`config.mk`:
```
export PLATFORM = sky130hd
export DESIGN_NAME = magic_const_gen
export DESIGN_NICKNAME = d
export VERILOG_FILES = /design/src/rtl/magic_pkg.sv /design/src/rtl/magic_msb_find.sv /design/src/rtl/magic_serial_div.sv /design/src/rtl/magic_pick.sv /design/src/rtl/magic_const_gen.sv
export SDC_FILE = /design/constraint.sdc
export NUM_CORES = 1
export LEC_CHECK = 0
export BUFFER_PORTS_ARGS = -buffer_cell sky130_fd_sc_hd__buf_4
export CAP_MARGIN = 25
export CORE_MARGIN = 1.5
export CORE_UTILIZATION = 45
export CTS_CLUSTER_DIAMETER = 120
export DETAILED_ROUTE_END_ITERATION = 7
export PLACE_DENSITY = 0.62
export SYNTH_ARGS = -nofsm -noshare
export SYNTH_HDL_FRONTEND = slang
export SYNTH_SLANG_ARGS = --single-unit
export TNS_END_PERCENT = 5
```
`constraint.sdc`:
```
create_clock -name clk -period 10.3 [get_ports clk]
set_input_delay 1.545 -clock clk [delete_from_list [all_inputs] [get_ports clk]]
set_output_delay 1.545 -clock clk [all_outputs]
set_load 0.01 [all_outputs]
```
`src/rtl/magic_pkg.sv`:
```
package magic_pkg;

    localparam int unsigned DIV_W_DEFAULT = 32;

    typedef enum logic [0:0] {
        ST_IDLE = 1'b0,
        ST_RUN  = 1'b1
    } gen_state_t;

    typedef struct packed {
        logic err;
        logic pow2;
        logic round_down;
    } gen_flags_t;

    // Position of the highest set bit; returns 0 for a zero operand.
    function automatic int unsigned lead_one_pos(input logic [63:0] v, input int unsigned w);
        int unsigned p;
        p = 0;
        for (int unsigned i = 0; i < w; i++) begin
            if (v[i]) p = i;
        end
        return p;
    endfunction

endpackage

```
`src/rtl/magic_msb_find.sv`:
```
module magic_msb_find #(
    parameter int unsigned DW = magic_pkg::DIV_W_DEFAULT,
    localparam int unsigned SW = $clog2(DW)
) (
    input  logic [DW-1:0] value,
    output logic [SW-1:0] msb_pos,
    output logic          is_zero,
    output logic          is_pow2
);

    logic [DW-1:0] below_mask;
    logic [DW-1:0] hit;

    // One-hot of the leading one: bit i set when value[i] is set and nothing above it is.
    genvar g;
    generate
        for (g = 0; g < DW; g++) begin : g_hit
            if (g == DW - 1) begin : g_top
                assign below_mask[g] = 1'b0;
            end else begin : g_rest
                assign below_mask[g] = |value[DW-1:g+1];
            end
            assign hit[g] = value[g] & ~below_mask[g];
        end
    endgenerate

    always_comb begin
        msb_pos = '0;
        for (int i = 0; i < DW; i++) begin
            if (hit[i]) msb_pos = SW'(i);
        end
    end

    assign is_zero = (value == '0);
    assign is_pow2 = !is_zero && ((value & (value - DW'(1))) == '0);

endmodule

```
`src/rtl/magic_serial_div.sv`:
```
module magic_serial_div #(
    parameter int unsigned DW = magic_pkg::DIV_W_DEFAULT,
    localparam int unsigned NW = 2 * DW,
    localparam int unsigned CW = $clog2(NW)
) (
    input  logic          clk,
    input  logic          rst,
    input  logic          load,
    input  logic [NW-1:0] dividend,
    input  logic [DW-1:0] divisor,
    output logic [DW-1:0] quot_lo,
    output logic [DW-1:0] remainder,
    output logic          valid
);

    logic [NW-1:0] dq_q;
    logic [DW-1:0] rem_q;
    logic [DW-1:0] dvs_q;
    logic [CW-1:0] cnt_q;
    logic          run_q;

    logic [DW-1:0] trial_lo;
    logic          trial_hi;
    logic          take;
    logic [DW-1:0] rem_next;

    // Trial remainder is {rem, next dividend bit}; its top bit is rem_q[DW-1].
    assign trial_hi = rem_q[DW-1];
    assign trial_lo = {rem_q[DW-2:0], dq_q[NW-1]};
    assign take     = trial_hi || (trial_lo >= dvs_q);
    assign rem_next = take ? (trial_lo - dvs_q) : trial_lo;

    always_ff @(posedge clk) begin
        if (rst) begin
            dq_q  <= '0;
            rem_q <= '0;
            dvs_q <= '0;
            cnt_q <= '0;
            run_q <= 1'b0;
            valid <= 1'b0;
        end else begin
            valid <= 1'b0;
            if (load) begin
                dq_q  <= dividend;
                rem_q <= '0;
                dvs_q <= divisor;
                cnt_q <= '0;
                run_q <= 1'b1;
            end else if (run_q) begin
                rem_q <= rem_next;
                dq_q  <= {dq_q[NW-2:0], take};
                if (cnt_q == CW'(NW - 1)) begin
                    run_q <= 1'b0;
                    valid <= 1'b1;
                end else begin
                    cnt_q <= cnt_q + CW'(1);
                end
            end
        end
    end

    assign quot_lo   = dq_q[DW-1:0];
    assign remainder = rem_q;

endmodule

```
`src/rtl/magic_pick.sv`:
```
module magic_pick #(
    parameter int unsigned DW = magic_pkg::DIV_W_DEFAULT,
    localparam int unsigned SW = $clog2(DW)
) (
    input  logic [DW-1:0] quot_lo,
    input  logic [DW-1:0] remainder,
    input  logic [SW-1:0] shift,
    output logic [DW-1:0] magic,
    output logic          round_down
);

    logic [DW-1:0] limit;
    logic          exact;

    assign limit = DW'(1) << shift;
    assign exact = (remainder == '0);

    // Exact case: the true quotient is 2^DW, so ceil-1 wraps to all ones.
    always_comb begin
        if (exact) begin
            magic      = quot_lo - DW'(1);
            round_down = 1'b1;
        end else if (remainder <= limit) begin
            magic      = quot_lo;
            round_down = 1'b1;
        end else begin
            magic      = quot_lo + DW'(1);
            round_down = 1'b0;
        end
    end

endmodule

```
`src/rtl/magic_const_gen.sv`:
```
module magic_const_gen
    import magic_pkg::*;
#(
    parameter int unsigned DW = DIV_W_DEFAULT,
    localparam int unsigned SW = $clog2(DW),
    localparam int unsigned NW = 2 * DW
) (
    input  logic          clk,
    input  logic          rst,
    input  logic          start,
    input  logic [DW-1:0] divisor,
    output logic          busy,
    output logic          done,
    output logic          err,
    output logic          pow2,
    output logic          round_down,
    output logic [SW-1:0] shift,
    output logic [DW-1:0] magic
);

    gen_state_t    state_q;
    gen_flags_t    flags_q;
    logic [SW-1:0] shift_q;
    logic [DW-1:0] magic_q;
    logic [SW-1:0] hold_shift_q;
    logic          hold_pow2_q;

    logic [SW-1:0] msb_pos;
    logic          d_zero;
    logic          d_pow2;
    logic          accept;
    logic          div_load;
    logic [NW-1:0] dividend;
    logic [DW-1:0] quot_lo;
    logic [DW-1:0] rem;
    logic          div_valid;
    logic [DW-1:0] pick_magic;
    logic          pick_rd;

    magic_msb_find #(.DW(DW)) u_msb (
        .value   (divisor),
        .msb_pos (msb_pos),
        .is_zero (d_zero),
        .is_pow2 (d_pow2)
    );

    assign accept   = (state_q == ST_IDLE) && start;
    assign div_load = accept && !d_zero;
    assign dividend = {{(NW-1){1'b0}}, 1'b1} << (int'(msb_pos) + DW);

    magic_serial_div #(.DW(DW)) u_div (
        .clk       (clk),
        .rst       (rst),
        .load      (div_load),
        .dividend  (dividend),
        .divisor   (divisor),
        .quot_lo   (quot_lo),
        .remainder (rem),
        .valid     (div_valid)
    );

    magic_pick #(.DW(DW)) u_pick (
        .quot_lo    (quot_lo),
        .remainder  (rem),
        .shift      (hold_shift_q),
        .magic      (pick_magic),
        .round_down (pick_rd)
    );

    always_ff @(posedge clk) begin
        if (rst) begin
            state_q      <= ST_IDLE;
            flags_q      <= '0;
            shift_q      <= '0;
            magic_q      <= '0;
            hold_shift_q <= '0;
            hold_pow2_q  <= 1'b0;
            done         <= 1'b0;
        end else begin
            done <= 1'b0;
            unique case (state_q)
                ST_IDLE: begin
                    if (accept) begin
                        if (d_zero) begin
                            flags_q <= '{err: 1'b1, pow2: 1'b0, round_down: 1'b0};
                            shift_q <= '0;
                            magic_q <= '0;
                            done    <= 1'b1;
                        end else begin
                            hold_shift_q <= msb_pos;
                            hold_pow2_q  <= d_pow2;
                            state_q      <= ST_RUN;
                        end
                    end
                end
                ST_RUN: begin
                    if (div_valid) begin
                        flags_q <= '{err: 1'b0, pow2: hold_pow2_q, round_down: pick_rd};
                        shift_q <= hold_shift_q;
                        magic_q <= pick_magic;
                        done    <= 1'b1;
                        state_q <= ST_IDLE;
                    end
                end
                default: state_q <= ST_IDLE;
            endcase
        end
    end

    assign busy       = (state_q == ST_RUN);
    assign err        = flags_q.err;
    assign pow2       = flags_q.pow2;
    assign round_down = flags_q.round_down;
    assign shift      = shift_q;
    assign magic      = magic_q;

endmodule

```
==> tab_implementation.tex, run 1 <==
\begin{tabular}{lr}
\hline
Metric & Value \\
\hline
\multicolumn{2}{l}{\textbf{Synth}} \\
Number of nets produced by synthesis & roughly 1700 \\
Cells taking the most area after synthesis & dfxtp\_1 31\%, ha\_1 7.1\%, nand2\_1 6.3\%, nor2\_1 5.4\%, a21oi\_1 5.3\% \\
Number of flops mapped to enable cells by yosys & 0 \\
FF+latch count, synth & 184 \\
Synth Instances & approximately 1600 \\
Area share of the largest cell type after synthesis & 31.0\% \\
Mean instance size in the synthesized netlist & 7.64 sq um \\
Sequential share of the synthesized area & a little under a third \\
Library cell with the highest instance count after synthesis & nand2\_1 \\
Post-Syn Area & 11900 sq um \\
Number of distinct library cells after synthesis & a little over 80 \\
Count of warnings emitted by yosys & 0 \\
FFs w/ async S/R, synth & 0\% \\
Area leader, netlist & dfxtp\_1 \\
Most frequent cells after synthesis & 200 x nand2\_1, 184 x dfxtp\_1, 170 x nor2\_1 \\
Dominant register cell in the synthesized netlist & dfxtp\_1 \\
\multicolumn{2}{l}{\textbf{Clock network}} \\
Clock-pin transition on the worst setup and hold timing paths & about 70 ps \\
Hold Buf Count CTS & 0 \\
Clock Latency Late Sink & 440 ps \\
Clock tree from TritonCTS & done \\
Total clock buffers created by CTS & 17 \\
Number of sinks on the clock net & approximately 180 \\
Htree depth & 4 \\
Post-CTS repair timing setup buffer count & 0 \\
Clock root buffer & clkbuf\_16 \\
Number of cells upsized or downsized after cts & 0 \\
Maximum buffer depth of the clock tree & 2 \\
\multicolumn{2}{l}{\textbf{STA}} \\
Final Hold Violating Endpoints & 0 \\
Fmax & between 200 and 250 MHz \\
Total negative slack & 0 ps \\
RSZ-0062 raised after global routing & no \\
Time the final worst path needs with I/O delays and setup & 4350 ps \\
Max-slew violations & 0 \\
Worst-case headroom to the max-slew limit & 33.2\% \\
Hold\_ws & $\sim$450 ps \\
Setup slack after layout & around 6000 ps \\
Number of endpoints failing setup at the final stage & 0 \\
Actual slew at the worst max-slew pin & between 1000 and 1500 ps \\
Fin Clk Skew & $\sim$17 ps \\
Post-route fraction of the period consumed by the critical path & between 40\% and 50\% \\
\multicolumn{2}{l}{\textbf{Detailed routing}} \\
Remaining design rule violation count & 0 \\
1st-iter DRT viols & about 960 \\
Routed WL & 32.4 mm \\
Number of nets with antenna violations after detailed routing & 0 \\
Via/cell ratio & between 5 and 6 \\
Post-DR wirelength/cell & between 15 and 20 um \\
First-pass DRT Iterations & 5 \\
Vias post-DR & about 11000 \\
\multicolumn{2}{l}{\textbf{Power and ir drop}} \\
Seq pwr share & 37.9\% \\
VDD IR max & between 0.09 and 0.1 mV \\
Clk network pwr share & between 30\% and 40\% \\
Leakage & 0.00508 uW \\
Net load switching power & 718 uW \\
Pwr per Cell Area & between 150 and 200 nW/um\^{}2 \\
Combinational group share of total power & between 20 and 30\% \\
Cell-internal power & approximately 1300 uW \\
Switching Fraction & approximately a third \\
\multicolumn{2}{l}{\textbf{Critical path}} \\
Kind of capture point of the worst setup path & flip-flop \\
Worst stage delay on the critical path & 640 ps \\
Startpoint type of the worst setup path & input pin \\
Arr. time, crit path & about 4700 ps \\
Most frequent cell on the critical path & buf\_4 \\
Kind of cell adding the most delay to the critical path & simple AND/OR/NAND/NOR gates \\
Worst-path maximum fanout & 69 \\
Critical setup path kind & input pin to flip-flop \\
Count of buffer and inverter cells on the critical path & 2 \\
Minimum setup slack among reg-to-reg paths & between 6000 and 7000 ps \\
Critical path cell sequence & buf\_4 > nor4\_1 > nand3\_1 > or4\_4 > nor2\_4 > or3b\_2 > buf\_4 > o21ai\_0 > o31a\_1 > a2111oi\_2 \\
CP max stage cell & or4\_4 \\
Req. time, crit path & 10630 ps \\
\multicolumn{2}{l}{\textbf{GRT}} \\
Maximum number of pins on one net before global-route repair & between 80 and 90 \\
Initial antenna violation count & 0 \\
Wire length of the first global-routing pass & around 53 mm \\
Total global routing track utilization & about 24\% \\
Via count of the first global-routing pass & $\sim$10000 \\
Global-route congestion overflow total & 0 \\
\multicolumn{2}{l}{\textbf{Worst hold path}} \\
Type of the worst min-delay path & flip-flop to flip-flop \\
\multicolumn{2}{l}{\textbf{Floorplanning}} \\
Horiz. Die Dim & 165 um \\
Die extent in y & roughly 170 um \\
Number of primary I/O pins & 77 \\
FP Rows & a little under 60 \\
Core box area & approximately 26000 sq um \\
Die area & roughly 27000 sq um \\
Starting Density & 45.7\% \\
\multicolumn{2}{l}{\textbf{Outcome}} \\
Result of the run & finished clean \\
\multicolumn{2}{l}{\textbf{Cells and area}} \\
Nets@finish & between 1500 and 2000 \\
Ratio of cells with drive above 1 in the final layout & roughly a tenth \\
Number of antenna diodes & 0 \\
Area delta synth->final & 10.6\% \\
Utilization after layout & about 50\% \\
Non-filler cells, final & approximately 1900 \\
\multicolumn{2}{l}{\textbf{Placement}} \\
Number of placed instances, taps included & around 1900 \\
Post-DP HPWL & 23.6 mm \\
Input/output buffers & 76 \\
Final weighted congestion of routability-driven global placement & about 0.9 \\
Minimum setup slack after placement & approximately 5500 ps \\
\multicolumn{2}{l}{\textbf{Run}} \\
Total of max-cap violations & 0 \\
\hline
\end{tabular}
## cells by family (layout without fill, tap and decap cells)
logic type               count (synthesis)  after routing  share of synthesized area (%)
AO/OA/AOI/OAI                          420            420                           22.4
XOR/XNOR                                54             54                           3.98
adder cells (fa/ha/maj)                 71             71                           7.48
buffers and inverters                  164            180                           5.79
flip-flops                             184            184                           31.0
multiplexers                            47             47                           3.99
AND/OR/NAND/NOR                        613            613                           25.3
## worst reg2reg max path: stages (launching register included)
cell and delay [ps]:
dfxtp_1 590, nor3b_1 570, nand2_1 120, ha_1 320
a21o_1 180, a21o_1 170, a21o_1 180, a211oi_1 230
o21ai_0 160, a221o_1 390, o211a_1 400, a41oi_1 280
xor2_1 210, o21ai_0 90
## cells in the final DEF (no fill, tap or decap), types with 15 or more instances in the layout
cell / n
nor2_1: 170
mux2i_1: 44
nor4_1: 24
dfxtp_1: 183
xor2_1: 22
xnor2_1: 32
nand4_1: 24
clkbuf_16: 17
o21ai_0: 116
nand2_1: 200
inv_1: 58
nand2b_1: 15
ha_1: 67
a211oi_1: 31
nor3_1: 35
buf_4: 90
nand3_1: 35
a21oi_1: 126
a21o_1: 19
## sequential cells by signal, summed over array words and instances (netlist names), 5 cells and up
register and cells:
hold_shift_q 5, u_div.dq_q 64, magic 32, u_div.cnt_q 6
u_div.remainder 32, u_div.dvs_q 32, shift 5
## power groups by stage
stage,Clock (uW),Combinational [uW],Sequential [uW]
floorplan,0,465,774
global placement,0,591,791
detailed placement,0,594,791
CTS,689,597,775
finish,673,599,776
global route,717,671,780
## through the flow
| step | total power, uW | instance area (sq um) |
|---|---|---|
| floorplan | 1240 | 11900 |
| global placement | 1380 | 12500 |
| detailed placement | 1390 | 12500 |
| CTS | 2060 | 13100 |
| global route | 2170 | 13100 |
| finish | 2050 | 13100 |
## final timing paths
| kind | end | from | depth (start not counted) |
|---|---|---|---|
| worst max-delay path | u_div.dq_q[62] | divisor[16] | 10 |
| worst min-delay path | magic[3] | magic[3] | 2 |
| worst min register to register | magic[3] | magic[3] | 2 |
| worst max register to register | magic[18] | hold_shift_q[0] | 13 |
## routing by layer
layer  track usage, %  vias up  routed length, um
met4             7.10        0                653
met3             2.92       51               1330
li1                 -     5581                  -
met1             35.0     5202              16000
met5                0        -                  0
met2             37.0      278              14400
## area by class of cell
| type | count | area, sq um |
|---|---|---|
| multi-input combinational | 1205 | 7520 |
| sequential | 184 | 3690 |
| tap | 335 | 419 |
| inverter | 58 | 218 |
| fill | 2603 | 12900 |
| timing repair buffer | 90 | 676 |
| clock inverter | 14 | 181 |
| clock buffer | 18 | 429 |
No activity file was read; power rests on OpenSTA's default activity.
==> run 2: changes to the inputs <==
- ABC_AREA: default -> 1
- PLACE_DENSITY: 0.62 -> 0.64
- clock period: 10.3 -> 3.6 ns (I/O delays scaled with it)
==> tab_implementation.tex, run 2 <==
\begin{tabular}{lr}
\hline
Metric & Value \\
\hline
\multicolumn{2}{l}{\textbf{Critical path}} \\
Kind of capture point of the worst setup path & flip-flop \\
Req. time, crit path & 3900 ps (-6730 ps) \\
Arr. time, crit path & 3430 ps (-1250 ps) \\
Worst-path maximum fanout & 30 (-57\%) \\
Count of buffer and inverter cells on the critical path & 3 (+1) \\
Worst stage delay on the critical path & 400 ps (-240 ps) \\
Critical path cell sequence & buf\_4 > nor3\_2 > nand3\_1 > ha\_1 > nand2\_1 > inv\_1 > nand4\_1 > nor4\_2 > o21ai\_1 > o211ai\_2 > nand2\_2 > buf\_12 > a21oi\_1 > o21ai\_0 > nand3\_1 > a21oi\_1 \\
Kind of cell adding the most delay to the critical path & simple AND/OR/NAND/NOR gates \\
Minimum setup slack among reg-to-reg paths & 470 ps (-5850 ps) \\
Startpoint type of the worst setup path & flip-flop \\
Critical setup path kind & flip-flop to flip-flop \\
CP max stage cell & dfxtp\_1 \\
\multicolumn{2}{l}{\textbf{Power and ir drop}} \\
Clk network pwr share & 20.1\% (-13 points) \\
Net load switching power & 5010 uW (+600\%) \\
VDD IR max & 1.27 mV (+1300\%) \\
Overall power consumption & 10200 uW (+400\%) \\
Seq pwr share & 22.3\% (-16 points) \\
Combinational group share of total power & 57.6\% (+28 points) \\
Cell-internal power & 5220 uW (+290\%) \\
Leakage & 0.00612 uW (+20\%) \\
Switching Fraction & 49.0\% (+14 points) \\
Pwr per Cell Area & 700 nW/um\^{}2 (+350\%) \\
\multicolumn{2}{l}{\textbf{Placement}} \\
Post-DP HPWL & 35.4 mm (+50\%) \\
Final weighted congestion of routability-driven global placement & 0.994 (+9.9\%) \\
Input/output buffers & 76 (unchanged) \\
\multicolumn{2}{l}{\textbf{Outcome}} \\
Result of the run & finished clean \\
\multicolumn{2}{l}{\textbf{Cells and area}} \\
Register with the most flip-flops & u\_div.dq\_q \\
Utilization after layout & 52.0\% (+1.5 points) \\
Most common cell after layout, fill and taps aside & nand2\_1 \\
Area delta synth->final & 12.6\% \\
Most frequent cells in the layout & 462 x nand2\_1, 215 x a21oi\_1, 210 x nor2\_1 \\
Number of flip-flops in the largest register & 64 (unchanged) \\
Nets@finish & 2158 (+30\%) \\
Ratio of cells with drive above 1 in the final layout & 9.53\% (-1.1 points) \\
Filler cells & 2898 (+11\%) \\
\multicolumn{2}{l}{\textbf{Synth}} \\
Number of flops mapped to enable cells by yosys & 0 (unchanged) \\
FF+latch count, synth & 184 (unchanged) \\
Number of distinct library cells after synthesis & 56 (-31\%) \\
Mean instance size in the synthesized netlist & 6.42 sq um (-16\%) \\
Count of warnings emitted by yosys & 0 (unchanged) \\
Number of nets produced by synthesis & 2125 (+28\%) \\
Sequential share of the synthesized area & 28.4\% (-2.6 points) \\
Cells taking the most area after synthesis & dfxtp\_1 28\%, nand2\_1 13\%, a21oi\_1 8.3\%, ha\_1 6.5\%, nor2\_1 6.1\% \\
Synth Instances & 2022 (+30\%) \\
Dominant register cell in the synthesized netlist & dfxtp\_1 \\
Post-Syn Area & 13000 sq um (+9.3\%) \\
Area share of the largest cell type after synthesis & 28.4\% (-2.6 points) \\
Library cell with the highest instance count after synthesis & nand2\_1 \\
Area leader, netlist & dfxtp\_1 \\
Most frequent cells after synthesis & 462 x nand2\_1, 215 x a21oi\_1, 212 x nor2\_1 \\
FFs w/ async S/R, synth & 0\% (unchanged) \\
\multicolumn{2}{l}{\textbf{Clock network}} \\
Clock-pin transition on the worst setup and hold timing paths & 80 ps (about the same) \\
Maximum buffer depth of the clock tree & 2 (unchanged) \\
Clock root buffer & clkbuf\_16 \\
Clock Latency Late Sink & 440 ps (about the same) \\
Hold Buf Count CTS & 0 (unchanged) \\
Htree depth & 4 (unchanged) \\
Clock tree from TritonCTS & done \\
Number of sinks on the clock net & 184 (unchanged) \\
Total clock buffers created by CTS & 17 (unchanged) \\
\multicolumn{2}{l}{\textbf{Worst hold path}} \\
Type of the worst min-delay path & input pin to flip-flop \\
\multicolumn{2}{l}{\textbf{STA}} \\
Actual slew at the worst max-slew pin & 827 ps (-174 ps) \\
Worst-case headroom to the max-slew limit & 44.8\% (+12 points) \\
Post-route fraction of the period consumed by the critical path & between 80\% and 90\% \\
Fin Clk Skew & 13.1 ps (-3.43 ps) \\
Final Hold Violating Endpoints & 0 (unchanged) \\
RSZ-0062 raised after global routing & no \\
Total negative slack & 0 ps (unchanged) \\
Number of endpoints failing setup at the final stage & 0 (unchanged) \\
Fmax & 320 MHz \\
Max-slew violations & 0 (unchanged) \\
Time the final worst path needs with I/O delays and setup & 3130 ps \\
\multicolumn{2}{l}{\textbf{Floorplanning}} \\
Starting Density & 46.2\% (+0.51 points) \\
Die extent in y & 173 um (+4.5\%) \\
Die area & 29900 sq um (+9.1\%) \\
Core box area & 28100 sq um (+8.1\%) \\
FP Rows & 61 (+3.4\%) \\
Number of primary I/O pins & 77 (unchanged) \\
Horiz. Die Dim & 173 um (+4.5\%) \\
\multicolumn{2}{l}{\textbf{Detailed routing}} \\
Routed WL & 45.3 mm (+40\%) \\
Vias post-DR & 13800 (+25\%) \\
First-pass DRT Iterations & 6 (+1) \\
Number of nets with antenna violations after detailed routing & 0 (unchanged) \\
Via/cell ratio & 5.65 (-3.1\%) \\
Remaining design rule violation count & 0 (unchanged) \\
Post-DR wirelength/cell & 18.5 um (+9.0\%) \\
1st-iter DRT viols & 1342 (+40\%) \\
\multicolumn{2}{l}{\textbf{GRT}} \\
Global route hottest layer & met2 \\
Wire length of the first global-routing pass & 71.4 mm (+35\%) \\
Total global routing track utilization & 30.1\% (+6.1 points) \\
Global-route congestion overflow total & 0 (unchanged) \\
Global-route track usage on met1 & 41.0\% (+6.0 points) \\
Initial antenna violation count & 3 (+3) \\
Maximum number of pins on one net before global-route repair & 77 (-8.3\%) \\
Met3 capacity usage during global routing & 6.79\% (+3.9 points) \\
Met2 Use GR & 46.4\% (+9.5 points) \\
Via count of the first global-routing pass & 12800 (+27\%) \\
\multicolumn{2}{l}{\textbf{Run}} \\
Total of max-cap violations & 0 (unchanged) \\
\hline
\end{tabular}
[run 2: kinds of logic (layout without fill, tap and decap cells)]
group	after synthesis	in the layout	synth area share [%]
simple gates	946	946	31.9
buf+inv	305	351	9.22
compound gates	439	439	18.5
fa+ha+maj	68	68	6.61
xor+xnor	80	80	5.40
other cells	0	1	0
flops	184	184	28.4
[run 2: worst paths after layout]
path | start | end | depth (start not counted)
worst max-delay path | hold_shift_q[2] | magic[3] | 16
worst min-delay path | divisor[0] | u_div.dvs_q[0] | 2
worst max register to register | hold_shift_q[2] | magic[3] | 16
worst min register to register | u_div.valid | busy | 1
[run 2: area by class of cell]
cell class                      count  area, sq um  share of cell area (%)
Sequential cell                   184         3680                    25.2
Inverter                          199          753                    5.15
Clock buffer                       18          439                    3.00
Timing Repair Buffer              120          951                    6.51
Antenna cell                        1         2.50                  0.0171
Clock inverter                     14          201                    1.38
Multi-Input combinational cell   1533         8110                    55.5
Tap cell                          378          473                    3.24
[run 2: per-layer routing]
layer	share of wire, %	vias up
met3	8.3	88
li1	-	6893
met5	0.060	-
met1	45	6295
met4	3.0	4
met2	43	555
[run 2: worst register-to-register path: stages (launching register included)]
cell      delay [ps]
dfxtp_1          400
buf_4            200
nor3_2           300
nand3_1          140
ha_1             320
nand2_1           70
inv_1             50
nand4_1          170
nor4_2           240
o21ai_1          150
o211ai_2         100
nand2_2          150
buf_12           200
a21oi_1          170
o21ai_0          110
nand3_1          150
a21oi_1           70
[run 2: through the flow]
step,setup slack (ps),hold WS [ps],cell area (sq um),cells
after global routing,147,339,14600,2446
after global placement,332,434,14000,2414
after detailed placement,272,451,14000,2414
final,472,353,14600,2447
after CTS,248,332,14600,2446
after floorplan,776,423,13000,2022
[run 2: power groups by stage]
stage,Combinational (uW),Sequential (uW),Clock (uW)
final,5890,2280,2060
after global placement,5710,2320,0
after detailed placement,5750,2320,0
after floorplan,4390,2280,0
after CTS,5780,2270,2100
after global routing,6590,2290,2180
[run 2: repair_timing]
item / 4_1_cts / 5_1_grt
hold endpoints to repair: 0 / 0
buffers inserted: 0 / 0
resized for setup: 0 / 4
setup endpoints to repair: 0 / 25
